--- src/rtl/lsx_pkg.sv ---
package lsx_pkg;
   localparam int unsigned INSTR_W = 32;
   localparam int unsigned RIDX_W  = 4;
   localparam int unsigned IMM_W   = 8;
   localparam logic [RIDX_W-1:0] PC_REG = 4'hF;

   typedef enum logic [1:0] {
      KIND_HALF_U = 2'd0,
      KIND_BYTE_S = 2'd1,
      KIND_HALF_S = 2'd2,
      KIND_DOUBLE = 2'd3
   } lsx_kind_e;

   typedef struct packed {
      logic              pre;
      logic              up;
      logic              imm_sel;
      logic              wback;
      logic              lbit;
      logic              sbit;
      logic              hbit;
      logic [RIDX_W-1:0] rn;
      logic [RIDX_W-1:0] rm;
      logic [IMM_W-1:0]  imm8;
      logic              hi_zero;
      logic              frame_ok;
   } lsx_fields_t;
endpackage

--- src/rtl/lsx_field_split.sv ---
module lsx_field_split
   import lsx_pkg::*;
(
   input  logic [INSTR_W-1:0] instr,
   output lsx_fields_t        fld
);
   localparam int unsigned B_PRE = 24;
   localparam int unsigned B_UP  = 23;
   localparam int unsigned B_IMM = 22;
   localparam int unsigned B_WB  = 21;
   localparam int unsigned B_L   = 20;

   logic [7:0] unused_bits;
   assign unused_bits = {instr[31:28], instr[15:12]};

   always_comb begin
      fld.pre      = instr[B_PRE];
      fld.up       = instr[B_UP];
      fld.imm_sel  = instr[B_IMM];
      fld.wback    = instr[B_WB];
      fld.lbit     = instr[B_L];
      fld.sbit     = instr[6];
      fld.hbit     = instr[5];
      fld.rn       = instr[19:16];
      fld.rm       = instr[3:0];
      fld.imm8     = {instr[11:8], instr[3:0]};
      fld.hi_zero  = (instr[11:8] == 4'h0);
      fld.frame_ok = (instr[27:25] == 3'b000) && instr[7] && instr[4];
   end
endmodule

--- src/rtl/lsx_class_decode.sv ---
module lsx_class_decode
   import lsx_pkg::*;
#(
   parameter bit DWORD_EN = 1'b0
) (
   input  lsx_fields_t fld,
   output lsx_kind_e   kind,
   output logic        ld,
   output logic        unalloc,
   output logic        not_class
);
   always_comb begin
      unique case ({fld.sbit, fld.hbit})
         2'b10:   kind = fld.lbit ? KIND_BYTE_S : KIND_DOUBLE;
         2'b11:   kind = fld.lbit ? KIND_HALF_S : KIND_DOUBLE;
         default: kind = KIND_HALF_U;
      endcase
      ld        = fld.lbit | (fld.sbit & ~fld.hbit);
      not_class = ~fld.frame_ok | (~fld.sbit & ~fld.hbit);
   end

   generate
      if (DWORD_EN) begin : g_dword
         assign unalloc = 1'b0;
      end else begin : g_no_dword
         assign unalloc = ~fld.lbit & fld.sbit;
      end
   endgenerate
endmodule

--- src/rtl/lsx_addr_unit.sv ---
module lsx_addr_unit
   import lsx_pkg::*;
#(
   parameter int unsigned DATA_W   = 32,
   parameter int unsigned PC_AHEAD = 8
) (
   input  lsx_fields_t       fld,
   input  logic [DATA_W-1:0] base_val,
   input  logic [DATA_W-1:0] index_val,
   input  logic [DATA_W-1:0] pc_val,
   output logic [DATA_W-1:0] addr,
   output logic [DATA_W-1:0] sum
);
   localparam int unsigned PAD_W = DATA_W - IMM_W;

   logic [DATA_W-1:0] base_eff;
   logic [DATA_W-1:0] offset;

   always_comb begin
      base_eff = (fld.rn == PC_REG) ? pc_val + DATA_W'(PC_AHEAD) : base_val;
      offset   = fld.imm_sel ? {{PAD_W{1'b0}}, fld.imm8} : index_val;
      sum      = fld.up ? base_eff + offset : base_eff - offset;
      addr     = fld.pre ? sum : base_eff;
   end
endmodule

--- src/rtl/lsx_addr_gen.sv ---
module lsx_addr_gen
   import lsx_pkg::*;
#(
   parameter int unsigned DATA_W   = 32,
   parameter int unsigned PC_AHEAD = 8,
   parameter bit          DWORD_EN = 1'b0
) (
   input  logic              clk,
   input  logic              rst_n,
   input  logic [31:0]       instr,
   input  logic [DATA_W-1:0] base_val,
   input  logic [DATA_W-1:0] index_val,
   input  logic [DATA_W-1:0] pc_val,
   input  logic              cond_pass,
   output logic [DATA_W-1:0] addr,
   output logic [DATA_W-1:0] wb_val,
   output logic              wb_en,
   output logic [1:0]        kind,
   output logic              ld,
   output logic              unalloc,
   output logic              not_class,
   output logic              unpred
);
   generate
      if (DATA_W < 16) begin : g_bad_width
         $error("lsx_addr_gen: DATA_W must be at least 16");
      end
      if (PC_AHEAD >= (1 << 12)) begin : g_bad_ahead
         $error("lsx_addr_gen: PC_AHEAD out of range");
      end
   endgenerate

   lsx_fields_t       fld;
   lsx_kind_e         kind_c;
   logic              ld_c, ua_c, nc_c, up_c, wbf_c, wb_c;
   logic [DATA_W-1:0] addr_c, sum_c;

   lsx_field_split u_split (
      .instr (instr),
      .fld   (fld)
   );

   lsx_class_decode #(.DWORD_EN(DWORD_EN)) u_class (
      .fld       (fld),
      .kind      (kind_c),
      .ld        (ld_c),
      .unalloc   (ua_c),
      .not_class (nc_c)
   );

   lsx_addr_unit #(.DATA_W(DATA_W), .PC_AHEAD(PC_AHEAD)) u_addr (
      .fld       (fld),
      .base_val  (base_val),
      .index_val (index_val),
      .pc_val    (pc_val),
      .addr      (addr_c),
      .sum       (sum_c)
   );

   always_comb begin
      wbf_c = ~fld.pre | fld.wback;
      wb_c  = cond_pass & wbf_c & ~ua_c & ~nc_c;
      up_c  = (wbf_c && fld.rn == PC_REG)
            || (!fld.imm_sel && fld.rm == PC_REG)
            || (!fld.imm_sel && wbf_c && fld.rn == fld.rm)
            || (!fld.imm_sel && !fld.hi_zero);
   end

   always_ff @(posedge clk) begin
      if (!rst_n) begin
         addr      <= '0;
         wb_val    <= '0;
         wb_en     <= 1'b0;
         kind      <= 2'd0;
         ld        <= 1'b0;
         unalloc   <= 1'b0;
         not_class <= 1'b0;
         unpred    <= 1'b0;
      end else begin
         addr      <= addr_c;
         wb_val    <= sum_c;
         wb_en     <= wb_c;
         kind      <= kind_c;
         ld        <= ld_c;
         unalloc   <= ua_c;
         not_class <= nc_c;
         unpred    <= up_c;
      end
   end
endmodule

--- config.mk ---
export PLATFORM = sky130hd
export DESIGN_NAME = lsx_addr_gen
export DESIGN_NICKNAME = d
export VERILOG_FILES = /design/src/rtl/lsx_pkg.sv /design/src/rtl/lsx_field_split.sv /design/src/rtl/lsx_class_decode.sv /design/src/rtl/lsx_addr_unit.sv /design/src/rtl/lsx_addr_gen.sv
export SDC_FILE = /design/constraint.sdc
export NUM_CORES = 1
export LEC_CHECK = 0
export ABC_AREA = 1
export BUFFER_PORTS_ARGS = -buffer_cell sky130_fd_sc_hd__clkbuf_2
export CORE_MARGIN = 5
export CORE_UTILIZATION = 40
export CTS_CLUSTER_DIAMETER = 150
export DETAILED_ROUTE_END_ITERATION = 16
export HOLD_SLACK_MARGIN = 0.05
export PLACE_DENSITY = 0.75
export SKIP_LAST_GASP = 1
export SYNTH_ARGS = -nofsm -noshare
export SYNTH_HDL_FRONTEND = slang
export SYNTH_SLANG_ARGS = --single-unit
--- constraint.sdc ---
create_clock -name clk -period 7.4 [get_ports clk]
set_clock_uncertainty 0.2 [all_clocks]
set_input_delay 0.74 -clock clk [delete_from_list [all_inputs] [get_ports clk]]
set_output_delay 0.74 -clock clk [all_outputs]
set_load 0.05 [all_outputs]
== Yosys cells after proc, flatten, opt, wreduce, memory -nomap -nowiden ==
Index checks and enable logic that the tools add are counted.

* Bits of input ports: 131
* Register bits: 71
* Logic and storage cells: 53

* Bitwise logic cells: 16
* Muxes and demuxes: 7
* Reduce and logical (&&, ||, !) cells: 14
* Eq/ne operators: 5
* Add/subtract/negate cells: 3

{| class="wikitable"
|+ Operators by type and width
! operator !! number
|-
| 32-bit two-way mux || 4
|-
| 32-bit adder || 1
|-
| 32-bit by 4-bit adder with 32-bit output, second input constant || 1
|-
| 32-bit subtractor || 1
|-
| 4-bit equality test, second input constant || 2
|-
| 1-bit logical AND || 7
|-
| 1-bit inverter || 7
|-
| 1-bit bitwise AND || 6
|-
| 2-bit equality test, second input constant || 2
|-
| 4-bit equality test || 1
|-
| 4-bit logical NOT || 1
|-
| 2-bit case mux with 2 select lines || 1
|-
| 3-bit logical NOT || 1
|-
| 1-bit logical OR || 3
|-
| 1-bit bitwise OR || 3
|-
| 1-bit logical NOT || 2
|-
| 2-bit two-way mux || 1
|-
| 1-bit two-way mux || 1
|}

== Logic depth before layout (Yosys ltp) ==
Gate-level depths: netlist of run 1.

* Depth after elaboration: 7
* Depth in mapped cells: 31
* Depth with buffers taken out: 29

== Modules after synthesis ==
A second synthesis of run 1 with hierarchy kept.

* Cells, all modules: 1183
* Area, all modules: 6981.7 µm²

{| class="wikitable"
|+ Modules (own cells, without submodules)
! module !! area each (µm²) !! times used !! cells an instance !! seq. area each (µm²)
|-
| lsx_addr_unit || 4590.7 || 1 || 891 || 0.0
|-
| lsx_addr_gen || 2143.3 || 1 || 253 || 1421.4
|-
| lsx_field_split || 210.2 || 1 || 32 || 0.0
|-
| lsx_class_decode || 37.5 || 1 || 7 || 0.0
|}

== Worst setup path before layout of run 1 ==
No wires, ideal clock.

* Kind: in2reg
* From: input instr[22]
* To: register addr[31]
* Setup time: 0.056 ns
* Cell stages on the path: 27
* Arrival time: 3.576 ns
* Slack: 3.568 ns
* Cells stage by stage: buf_6 > inv_2 > buf_6 > nand2_1 > nand2_1 > ha_1 > inv_1 > nor2_2 > nand4_2 > nor2_4 > nand3b_4 > o21ai_2 > nand3_1 > xnor2_1 > ha_1 > nand2_1 > nor2_1 > inv_1 > nor2_1 > inv_1 > nor3_1 > nand2_1 > o211ai_1 > nand3_1 > nand3_1 > nand2_1 > inv_1

* Longest elaborated chain between the ends: 4
* Elaborated cells between the ends (all ways): 5

{| class="wikitable"
|+ Ends and longest elaborated chain
! element !! line !! RTL
|-
| start: declaration || lsx_addr_gen.sv:10 || <nowiki>input logic [31:0] instr,</nowiki>
|-
| 32-bit two-way mux * || lsx_addr_unit.sv:21 || <nowiki>offset = fld.imm_sel ? {{PAD_W{1'b0}}, fld.imm8} : index_val;</nowiki>
|-
| 32-bit subtractor / 32-bit adder (equally long branches) || lsx_addr_unit.sv:22 || <nowiki>sum = fld.up ? base_eff + offset : base_eff - offset;</nowiki>
|-
| 32-bit two-way mux * || lsx_addr_unit.sv:22 ||
|-
| 32-bit two-way mux * || lsx_addr_unit.sv:23 || <nowiki>addr = fld.pre ? sum : base_eff;</nowiki>
|-
| end signal: assignment || lsx_addr_gen.sv:80 || <nowiki>addr <= addr_c;</nowiki>
|-
| end: declaration || lsx_addr_gen.sv:15 || <nowiki>output logic [DATA_W-1:0] addr,</nowiki>
|}

Every way passes the cells marked *; elsewhere a longest branch is shown, timed or not.
A chain may end at the register's enable or synchronous reset.

== Final worst setup path of run 1 ==
* From: input instr[18]
* To: register addr[31]

* Longest elaborated chain between the ends: 5
* Elaborated cells between the ends (all ways): 6

{| class="wikitable"
|+ Ends and longest elaborated chain
! element !! line !! RTL
|-
| 4-bit equality test * || lsx_addr_unit.sv:20 || <nowiki>base_eff = (fld.rn == PC_REG) ? pc_val + DATA_W'(PC_AHEAD) : base_val;</nowiki>
|-
| 32-bit two-way mux * || lsx_addr_unit.sv:20 ||
|-
| 32-bit subtractor / 32-bit adder (equally long branches) || lsx_addr_unit.sv:22 ||
|-
| 32-bit two-way mux || lsx_addr_unit.sv:22 ||
|-
| 32-bit two-way mux * || lsx_addr_unit.sv:23 ||
|}

Marks and branches as above.

==> impl_summary.md, run 1 <==
STA
Headroom to the max-slew limit came out at slightly below 30%. The final max-slew violation count is 0. The final clock period utilization by the worst path is between 60% and 70%.

The final critical path time including I/O delays and setup is roughly 4.6 ns. Setup violations remaining at the end of the flow were counted as 0. For the final routed database, the setup TNS stands at 0 ns. Setup slack on the critical path of the routed design comes to around 2.8 ns. The hold violation total from the final report is 0. Setup repair after global routing left no endpoint under its margin. The peak clock frequency supported by timing is approximately 220 MHz.

The actual slew at the worst max-slew pin is about 1.1 ns.

Route
After detailed routing, the number of remaining DRC violations is 0. Summing over every cut layer, the via total after detailed routing is roughly 6,900. Summed over all layers, the routed wires come to roughly 20,000 µm. The wire length per cell after detailed routing is 14.9 µm. The post-route antenna net violation count is 0.

The first detailed-routing pass ran for 5 iterations. The starting DRC count in detailed routing is 499. In the routed layout, each cell is associated on average with a via count of 5.04.

CTS
The total CTS buffers is 9. The total of cells resized after clock tree synthesis is 0. The clock passes through at most 2 buffers. The maximum level of the CTS H-tree is 3. The number of clock sinks is 71. The TritonCTS clock tree is built. The clock transition at the registers of the reported paths is about 0.05 ns. Clock tree synthesis selected as its root buffer the cell sky130_fd_sc_hd__clkbuf_16. The post-CTS setup buffer count is 0.

The hold-fix buffer count after cts is 0.

Floorplan
The floorplan has between 40 and 50 rows. The total I/O pin count is 202. For this configuration, the core starts out at a cell density of just over 40%. From left edge to right edge, the die measures 134 µm. The standard cell core area is around 0.015 mm². The vertical extent of the die is 134 µm. The area enclosed by the die boundary is ~0.018 mm².

Placed design
The total instance count after detailed placement is between 1,000 and 1,500. Detailed placement ended at an HPWL of ~18,000 µm. The count of buffers added on input and output ports is 193.

At the end of routability-driven placement, the weighted congestion stood at just over 0.9. OpenSTA, run right after detailed placement, puts the worst setup slack at 2.45 ns.

Critical path
The data arrival at the endpoint of the critical path is between 4 and 5 ns. The data required time of the worst path is between 7 and 8 ns. STA classifies the critical path endpoint as a flop. The worst setup path is launched from an input port. The maximum net fanout on the critical path is 33.

The critical path is of the in2reg type.

Yosys
The number of distinct standard cells referenced by the synthesized netlist is 47. For this run, the leading register cell type out of synthesis is sky130_fd_sc_hd__dfxtp_1. The average cell area after synthesis is 6.18 µm². The combined area of all synthesized cells is about 0.0062 mm². By area the synthesized netlist is led by sky130_fd_sc_hd__dfxtp_1, sky130_fd_sc_hd__nand2_1, sky130_fd_sc_hd__nor2_1, sky130_fd_sc_hd__inv_1, sky130_fd_sc_hd__ha_1.

Yosys printed 0 warnings. Counting flops with an async set or reset pin after synthesis yields a share of 0%. Sorting the synthesized cells by how often they occur yields sky130_fd_sc_hd__nand2_1, sky130_fd_sc_hd__nor2_1, sky130_fd_sc_hd__inv_1, sky130_fd_sc_hd__a21oi_1, sky130_fd_sc_hd__dfxtp_1.

The sequential-to-total area share from yosys stat is 22.9%. The portion of synthesized cell area occupied by the leading cell type is 22.9%. The synthesized instance count is 1,002. The synthesized net count is 1,167. The number of enable flip-flop cells after synthesis is 0. Synthesis inferred 71 register bits. Yosys instantiated no cell more often than sky130_fd_sc_hd__nand2_1.

The library cell occupying the most area in the post-synthesis netlist is sky130_fd_sc_hd__dfxtp_1.

Cells and area
At the end of the flow, the number of nets in the layout was about 1,300. 0 antenna diodes ended up in the layout. For this run, the number of standard cells in the final layout without fillers is ~1,400. The count of filler cells inserted in the layout is ~1,600. The share of layout cells above drive strength 1 is approximately 20%.

The synthesis-to-layout area growth is 21.9%.

Global route
The total global routing overflow is 0. The first-pass GRT wire length is 32,700 µm. The global routing met1 resource utilization is a little under a third. The global-route total usage across every layer is between 20% and 30%. The largest net degree at the start of global routing is 53.

The met2 usage is about a third. The peak-usage layer in the global routing report is met2. For met3 alone, demand over resource in global routing was between 5 and 6%. The number of global-route vias before repair is ~6,700.

The initial antenna violation count is 0.

Power and ir drop
Summing internal, switching and leakage power gives ~1.7 mW. The leakage power is ~3.9 nW. In this run the power density over the cells is about 220 mW/mm². VDD sags by at most about 0.000095 V.

Worst hold path
The worst hold-check path type is in2reg.

Flow run
Across the run, the number of max-cap violations was 0.

Outcome
The flow ran to the end, and the final reports show no timing, DRC or antenna violations.
-- layout make-up --
cell class,count,area [µm²],area share [%]
well taps,188,235,3.12
inverters,118,443,5.87
clock buffers,10,239,3.17
clock inverters,5,33.8,0.448
repair buffers,195,981,13.0
multi-input cells,786,4200,55.6
flip-flops and latches,71,1420,18.8
-- per-layer routing --
metal | part of all wire [%] | up-vias
li1 | - | 3606
met1 | 46 | 2992
met2 | 42 | 290
met3 | 8.9 | 28
met4 | 2.2 | 0
met5 | 0 | -
-- where the power goes --
| part | internal (mW) | total, mW | switching (mW) |
|---|---|---|---|
| clock | 0.233 | 0.389 | 0.156 |
| sequential | 0.446 | 0.462 | 0.0160 |
| combinational | 0.226 | 0.807 | 0.581 |
| total | 0.906 | 1.66 | 0.753 |
-- layout by cell type, fill, tap and decap left out, types with 4 or more instances in the layout --
cell / n
sky130_fd_sc_hd__a21o_1: 6
sky130_fd_sc_hd__a21oi_1: 81
sky130_fd_sc_hd__and2_1: 5
sky130_fd_sc_hd__clkbuf_16: 9
sky130_fd_sc_hd__clkbuf_2: 193
sky130_fd_sc_hd__dfxtp_1: 71
sky130_fd_sc_hd__ha_1: 33
sky130_fd_sc_hd__inv_1: 114
sky130_fd_sc_hd__nand2_1: 228
sky130_fd_sc_hd__nand2_2: 5
sky130_fd_sc_hd__nand3_1: 57
sky130_fd_sc_hd__nand3b_1: 4
sky130_fd_sc_hd__nand4_1: 10
sky130_fd_sc_hd__nor2_1: 154
sky130_fd_sc_hd__nor3_1: 19
sky130_fd_sc_hd__nor4_1: 5
sky130_fd_sc_hd__o211ai_1: 8
sky130_fd_sc_hd__o21ai_0: 58
sky130_fd_sc_hd__o21ai_1: 4
sky130_fd_sc_hd__o21ai_2: 5
sky130_fd_sc_hd__xnor2_1: 28
sky130_fd_sc_hd__xor2_1: 45
-- critical path, cell delays in order --
cell                       delay [ns]
sky130_fd_sc_hd__clkbuf_2        0.10
sky130_fd_sc_hd__nand4_1         0.61
sky130_fd_sc_hd__inv_2           0.71
sky130_fd_sc_hd__buf_4           0.33
sky130_fd_sc_hd__nor2_1          0.09
sky130_fd_sc_hd__a21oi_1         0.40
sky130_fd_sc_hd__ha_1            0.39
sky130_fd_sc_hd__a21oi_1         0.19
sky130_fd_sc_hd__o21ai_0         0.15
sky130_fd_sc_hd__a21oi_1         0.24
sky130_fd_sc_hd__o21ai_0         0.11
sky130_fd_sc_hd__a21oi_1         0.25
sky130_fd_sc_hd__nand3_1         0.16
sky130_fd_sc_hd__nand3_1         0.10
sky130_fd_sc_hd__nand2_1         0.05
sky130_fd_sc_hd__inv_1           0.05
-- flip-flops by register name (all words and copies together), names as in the netlist --
| name | flops |
|---|---|
| kind | 2 |
| wb_en | 1 |
| unalloc | 1 |
| ld | 1 |
| wb_val | 32 |
| unpred | 1 |
| not_class | 1 |
| addr | 32 |
-- metrics by stage --
step | instance area (µm²) | utilization (%) | hold slack (ns)
2_1_floorplan | 6190 | - | 0.612
3_3_place_gp | 7280 | 47.9 | 0.735
3_5_place_dp | 7280 | 47.9 | 0.736
4_1_cts | 7550 | 49.7 | 0.389
5_1_grt | 7550 | 49.7 | 0.410
6_report | 7550 | 49.7 | 0.399
-- path summary, 6_finish.rpt --
check | from | end | depth (start not counted)
hold / removal | instr[20] | unalloc$_SDFF_PN0_ | 2
setup / recovery | instr[18] | addr[31]$_SDFF_PN0_ | 16
-- kinds of logic after synthesis --
kind of cell    after synthesis  synth area share, %
simple gates                501                 34.5
buf+inv                     145                 9.33
fa+ha+maj                    34                 6.99
xor+xnor                     73                 10.3
compound gates              178                 15.9
flops                        71                 22.9
Power figures use the tool's default switching activity.
==> inputs of run 2 (changes only) <==
- clock period: 7.4 -> 4.6 ns (I/O delays scaled with it)
==> run 2 against run 1 <==
Compared with the run above:
- utilization grew 0.49 points
- final cell count grew 0.36%
- first-iteration DRC count shrank 4.4%
- hold slack lost 0.28 ns
- worst setup slack lost 2.0 ns
- non-clock buffer count grew 4
- wire length grew 1.6%
- critical endpoint unchanged
- sequential power grew 61%
- via count grew 1.8%
- combinational power grew 62%
==> impl_summary.md, run 2 (synthesized netlist as in run 1, its figures left out) <==
Global route
The number of global-route vias before repair is 6,814 (+2.2%). The initial antenna violation count is 0 (unchanged). The global-route total usage across every layer is 22.9% (+0.59 points). The total global routing overflow is 0 (unchanged).

The first-pass GRT wire length was 33,200 µm (+1.7%). The largest net degree at the start of global routing is 53 (unchanged).

Route
The wire length reported by the detailed router is 20,700 µm (+1.6%). The wire length per cell after detailed routing is 15.0 µm (+1.2%). The via total after detailed routing is 7,039 (+1.8%). The starting DRC count in detailed routing is 477 (-4.4%). The post-route antenna net violation count was 0 (unchanged). The DRC violations left is 0 (unchanged). The first-pass iteration count of the detailed router is 5 (unchanged). The mean number of vias per cell is 5.11 (+1.4%).

CTS
The clock transition at the registers of the reported paths came to 0.06 ns (about the same). The number of clock sinks came to 71 (unchanged). The root buffer cell chosen for the clock tree is sky130_fd_sc_hd__clkbuf_16.

The total of cells resized after clock tree synthesis is 0 (unchanged). The post-CTS setup buffer count is 0 (unchanged). The total CTS buffers is 9 (unchanged). The TritonCTS clock tree is built. The maximum level of the CTS H-tree is 3 (unchanged).

The hold-fix buffer count after cts was 0 (unchanged). The maximum number of buffers from clock root to sink is 2 (unchanged).

Placed design
The total of buffers placed on input and output ports is 193 (unchanged). The final weighted congestion in routability-driven placement came to 0.935 (+0.39%). The detailed placement HPWL is 17,700 µm (+0.87%). The instance area after placement is 0.00732 mm² (+0.58%).

Cells and area
The area of all placed cells without fillers came to 0.00762 mm² (+0.99%). The register cell area after layout was 0.00142 mm² (unchanged). The largest registers in the layout are addr (32), wb_val (32), kind (2).

The combined area of the multi-input logic cells is 0.00420 mm² (unchanged). In the layout the commonest cells are sky130_fd_sc_hd__nand2_1, sky130_fd_sc_hd__clkbuf_2, sky130_fd_sc_hd__nor2_1, sky130_fd_sc_hd__inv_1, sky130_fd_sc_hd__a21oi_1. The share of layout cells above drive strength 1 came to 20.4% (+0.34 points). Relative to the synthesized area, the layout overhead comes to 23.1%.

The most common cell after layout, fill and taps aside is sky130_fd_sc_hd__nand2_1. The count of filler cells inserted in the layout is 1,625 (+0.49%). The number of nets at the end of the flow was 1,350 (+0.30%). The antenna diode instance count is 0 (unchanged).

STA
In the finished design, the share of the clock period the worst path needs comes to between 80% and 90%. The summed negative setup slack over all endpoints is 0 ns (unchanged). The final max-slew violation count is 0 (unchanged). The actual slew at the worst max-slew pin was 1.10 ns (+0.0455 ns). The relative slew slack came to 26.8% (-3.0 points).

Subtracting the final worst setup slack from the clock period gives roughly 3.8 ns. The peak clock frequency supported by timing is ~260 MHz. Setup repair after global routing left no endpoint under its margin. The final number of setup-violating endpoints is 0 (unchanged). The hold violation total from the final report was 0 (unchanged).

Flow run
The number of maximum-capacitance constraint violations was 0 (unchanged).

Outcome
The flow ran to the end, and the final reports show no timing, DRC or antenna violations.

Worst hold path
The path class of the tightest hold or removal check is in2reg.

Critical path
The cell at the slowest stage of the critical path is sky130_fd_sc_hd__ha_1. The data arrival at the endpoint of the critical path is 3.91 ns (-0.79 ns). STA classifies the critical path startpoint as an input port. The delay contributed by the slowest stage of the critical path is 0.32 ns (-0.39 ns). The critical setup path kind is in2reg. The signal on the critical path passes through clkbuf_2 -> inv_2 -> nand2_1 -> nand2_1 -> ha_1 -> inv_1 -> nor2_2 -> nand4_2 -> nor2_4 -> nand3b_4 -> nor2_4 -> nand2_2 -> o21ai_2 -> xor2_1 -> ha_1 -> a21oi_1 -> o21ai_0 -> a21oi_1 -> o21ai_0 -> a21oi_1 -> nand3_1 -> nand3_1 -> nand2_1 -> inv_1. The maximum net fanout on the critical path was 8 (-76%). The data required time of the worst path came to 4.68 ns (-2.80 ns).

The endpoint kind of the worst setup timing path is a flop.

Power and ir drop
The leakage power is 3.97 nW (+1.0%). The maximum vdd ir drop is 0.000195 V (+100%). The power density normalized to cell area is 360 mW/mm² (+64%).

Floorplan
The effective utilization at floorplan is 40.7% (unchanged). The total I/O pin count is 202 (unchanged). The vertical extent of the die came to 134 µm (unchanged). The area enclosed by the die boundary is 0.0181 mm² (unchanged). The standard-cell row count was 45 (unchanged). The standard cell core area came to 0.0152 mm² (unchanged).

The width of the die was 134 µm (unchanged).
[run 2: per-stage QoR]
| step | hold slack (ns) | worst slack, ns | util [%] | std cells | power (mW) |
|---|---|---|---|---|---|
| 6_report | 0.117 | 0.773 | 50.1 | 1378 | 2.75 |
| 5_1_grt | 0.122 | 0.371 | 50.1 | 1378 | 2.93 |
| 4_1_cts | 0.105 | 0.806 | 50.1 | 1378 | 2.76 |
| 3_5_place_dp | 0.462 | 0.460 | 48.1 | 1362 | 2.05 |
| 3_3_place_gp | 0.456 | 0.494 | 48.1 | 1362 | 2.04 |
| 2_1_floorplan | 0.332 | 1.05 | - | 1002 | 1.71 |
[run 2: power breakdown]
group          internal [mW]  total, mW  leakage [nW]  switching (mW)
Combinational          0.367       1.31          3.22           0.939
Sequential             0.718      0.743         0.592          0.0255
Clock                  0.426      0.697         0.148           0.271
Total                   1.51       2.75          3.97            1.23
[run 2: final timing paths]
| kind | cells past startpoint | to | from |
|---|---|---|---|
| worst max-delay path | 24 | addr[31]$_SDFF_PN0_ | instr[22] |
| worst min-delay path | 2 | unalloc$_SDFF_PN0_ | instr[20] |
[run 2: layout make-up]
cell class	count	share of cell area [%]
clock buffers	9	2.95
clock inverters	7	1.05
inverters	118	5.81
multi-input cells	786	55.0
flip-flops and latches	71	18.6
well taps	188	3.09
repair buffers	199	13.4
[run 2: critical path: cells and delay by family]
kind / cells / cell delay [ns]
buf+inv: 4 / 0.36
compound gates: 6 / 1.14
xor+xnor: 1 / 0.18
fa+ha+maj: 2 / 0.51
simple gates: 11 / 1.27
[run 2: routing by layer]
metal  part of all wire (%)  up-vias  global-route usage [%]
met4                    2.1        0                    7.58
met5                      0        -                       0
met2                     43      300                    35.1
li1                       -     3613                       -
met3                    8.8       32                    5.59
met1                     46     3094                    31.7
==> inputs of run 3 (changes only) <==
- PLACE_DENSITY: 0.75 -> 0.78
- clock period: 4.6 -> 3.4 ns (I/O delays scaled with it)
==> run 3 against run 2 <==
Compared with the run above:
- utilization increased by 14 points
- final area increased by 28%
- clock-buffer cell count increased by 1
- sequential power increased by 36%
- hold slack improved by 0.00081 ns
- worst setup slack got worse by 0.77 ns
- first-iteration DRC count increased by 35%
- final cell count increased by 14%
- via count increased by 14%
- largest power group unchanged
==> impl_summary.md, run 3 (synthesized netlist as in run 1, its figures left out) <==
Floorplan
The total I/O pin count is 202 (unchanged). The width of the die is 134 µm (unchanged). The standard-cell row count is 45 (unchanged). The area enclosed by the die boundary was 0.0181 mm² (unchanged).

The standard cell core area is 0.0152 mm² (unchanged). The effective utilization at floorplan is 40.7% (unchanged). The vertical extent of the die is 134 µm (unchanged).

Global route
The initial antenna violation count is 0 (unchanged). The first-pass GRT wire length is 36,200 µm (+9.0%). The global-route total usage across every layer came to 24.7% (+1.7 points). The total global routing overflow is 0 (unchanged).

The number of global-route vias before repair came to 7,463 (+9.5%). The largest net degree at the start of global routing is 52 (-1.9%).

Route
The starting DRC count in detailed routing is 643 (+35%). The wire length reported by the detailed router came to 24,100 µm (+16%). The first-pass iteration count of the detailed router came to 5 (unchanged). The DRC violations left came to 0 (unchanged).

The mean number of vias per cell came to 5.11 (about the same). The wire length per cell after detailed routing was 15.3 µm (+1.8%). The post-route antenna net violation count is 0 (unchanged). The via total after detailed routing came to 8,052 (+14%).

CTS
The clock transition at the registers of the reported paths is 0.06 ns (about the same). TritonCTS built the clock tree. The total CTS buffers is 9 (unchanged). The maximum number of buffers from clock root to sink is 2 (unchanged). CTS placed an instance of sky130_fd_sc_hd__clkbuf_16 at the clock tree root.

The maximum level of the CTS H-tree came to 3 (unchanged). The number of clock sinks came to 71 (unchanged).

Power and ir drop
The power density normalized to cell area is 437 mW/mm² (+21%). The leakage power is 5.04 nW (+27%). The maximum vdd ir drop is 0.000262 V (+35%).

Placed design
The final weighted congestion in routability-driven placement is 0.944 (+0.97%). The total of buffers placed on input and output ports is 193 (unchanged). The detailed placement HPWL came to 19,100 µm (+8.0%).

Flow run
The number of maximum-capacitance constraint violations is 0 (unchanged).

STA
The relative slew slack is 29.6% (+2.9 points). Setup repair after global routing could not meet its margin everywhere. The final clock period utilization by the worst path is 99.8%. The final critical path time including I/O delays and setup is approximately 3.4 ns. The final number of setup-violating endpoints came to 0 (unchanged). The summed negative setup slack over all endpoints is 0 ns (unchanged). The final max-slew violation count came to 0 (unchanged). The hold violation total from the final report was 0 (unchanged). For this run, the top clock speed supported by timing is ~290 MHz. The actual slew at the worst max-slew pin is 1.05 ns (-0.0431 ns). The hold slack is 0.117 ns (+0.000808 ns).

Critical path
The maximum net fanout on the critical path came to 10 (+2). The endpoint kind of the worst setup timing path is a flop. The critical setup path kind is in2reg. The category of the worst setup path launch point is an input port. The data arrival at the endpoint of the critical path is 3.41 ns (-0.50 ns). The data required time of the worst path came to 3.42 ns (-1.26 ns).

Cells and area
The share of layout cells above drive strength 1 is 39.8% (+19 points). The number of nets at the end of the flow is 1,550 (+15%). The count of filler cells inserted in the layout is 1,363 (-16%). The antenna diode instance count came to 0 (unchanged). In the layout the commonest cells are sky130_fd_sc_hd__buf_4, sky130_fd_sc_hd__nand2_1, sky130_fd_sc_hd__clkbuf_2, sky130_fd_sc_hd__nor2_1, sky130_fd_sc_hd__inv_1.

The most common cell after layout, fill and taps aside is sky130_fd_sc_hd__buf_4. The largest registers in the layout are addr (32), wb_val (32), kind (2). The area growth from synthesis to layout is 58.1%. The register cell area after layout is 0.00142 mm² (unchanged). The combined area of the multi-input logic cells is 0.00483 mm² (+15%).

Worst hold path
The worst hold-check path type is in2reg. For hold timing, the worst endpoint is not_class$_SDFF_PN0_. The startpoint of the worst hold path is instr[4].

The worst hold path stage count was 3 (+1).

Outcome
The flow ran to the end, and the final reports show no timing, DRC or antenna violations.
-- run 3: critical path, stage by stage --
cell,delay (ns)
sky130_fd_sc_hd__buf_12,0.12
sky130_fd_sc_hd__buf_6,0.14
sky130_fd_sc_hd__o21ai_2,0.19
sky130_fd_sc_hd__buf_4,0.16
sky130_fd_sc_hd__nand4_4,0.12
sky130_fd_sc_hd__nor2_4,0.16
sky130_fd_sc_hd__nand3b_4,0.12
sky130_fd_sc_hd__nor2_4,0.16
sky130_fd_sc_hd__nand2_4,0.09
sky130_fd_sc_hd__o21ai_4,0.18
sky130_fd_sc_hd__xor2_2,0.12
sky130_fd_sc_hd__ha_4,0.34
sky130_fd_sc_hd__nand2_4,0.08
sky130_fd_sc_hd__nor2_2,0.11
sky130_fd_sc_hd__nand2_1,0.10
sky130_fd_sc_hd__nor4_1,0.33
sky130_fd_sc_hd__nand2_1,0.11
sky130_fd_sc_hd__nand2_2,0.11
sky130_fd_sc_hd__xnor2_2,0.12
sky130_fd_sc_hd__nand2_1,0.06
sky130_fd_sc_hd__nand3_1,0.08
sky130_fd_sc_hd__inv_1,0.05
-- run 3: worst max path at each step --
stage / start / end / slack, ns
floorplan: instr[22] / addr[29]$_SDFF_PN0_ / -0.009
global placement: instr[22] / addr[25]$_SDFF_PN0_ / -0.25
detailed placement: instr[22] / addr[31]$_SDFF_PN0_ / -0.33
CTS: instr[22] / addr[31]$_SDFF_PN0_ / 0.0001
global route: instr[1] / addr[26]$_SDFF_PN0_ / -0.21
finish: instr[22] / addr[26]$_SDFF_PN0_ / 0.005
-- run 3: layout make-up --
type / instances / area share, %
clock buffers: 10 / 2.44
clock inverters: 5 / 0.600
inverters: 118 / 4.62
multi-input cells: 786 / 49.3
flip-flops and latches: 71 / 14.5
well taps: 188 / 2.40
repair buffers: 399 / 26.1
-- run 3: repair_timing --
action,CTS,global route
endpoints found under the hold margin,3,0
setup endpoints to repair,0,36
buffers inserted,0,16
hold buffers,3,0
gates resized for setup,0,176
-- run 3: power by group --
group,leakage [nW],internal [mW],switching (mW)
Combinational,4.30,0.875,1.47
Clock,0.141,0.583,0.339
Sequential,0.592,0.971,0.0348
-- run 3: stage by stage --
stage | power, mW | setup WS (ns) | util (%) | area, µm² | instances
after detailed placement | 3.10 | -0.333 | 57.1 | 8680 | 1543
after CTS | 4.04 | 0.000133 | 59.3 | 9010 | 1561
final | 4.28 | 0.00541 | 64.4 | 9790 | 1577
after global routing | 4.53 | -0.205 | 64.4 | 9790 | 1577
after global placement | 3.08 | -0.247 | 57.1 | 8680 | 1543
after floorplan | 2.32 | -0.00882 | - | 6200 | 1002
-- run 3: routing by layer --
layer | wire [µm] | vias to the layer above | GRT usage, %
li1 | - | 4008 | -
met5 | 0 | - | 0
met1 | 10300 | 3616 | 33.2
met2 | 11200 | 366 | 40.8
met3 | 2010 | 62 | 4.88
met4 | 642 | 0 | 5.83
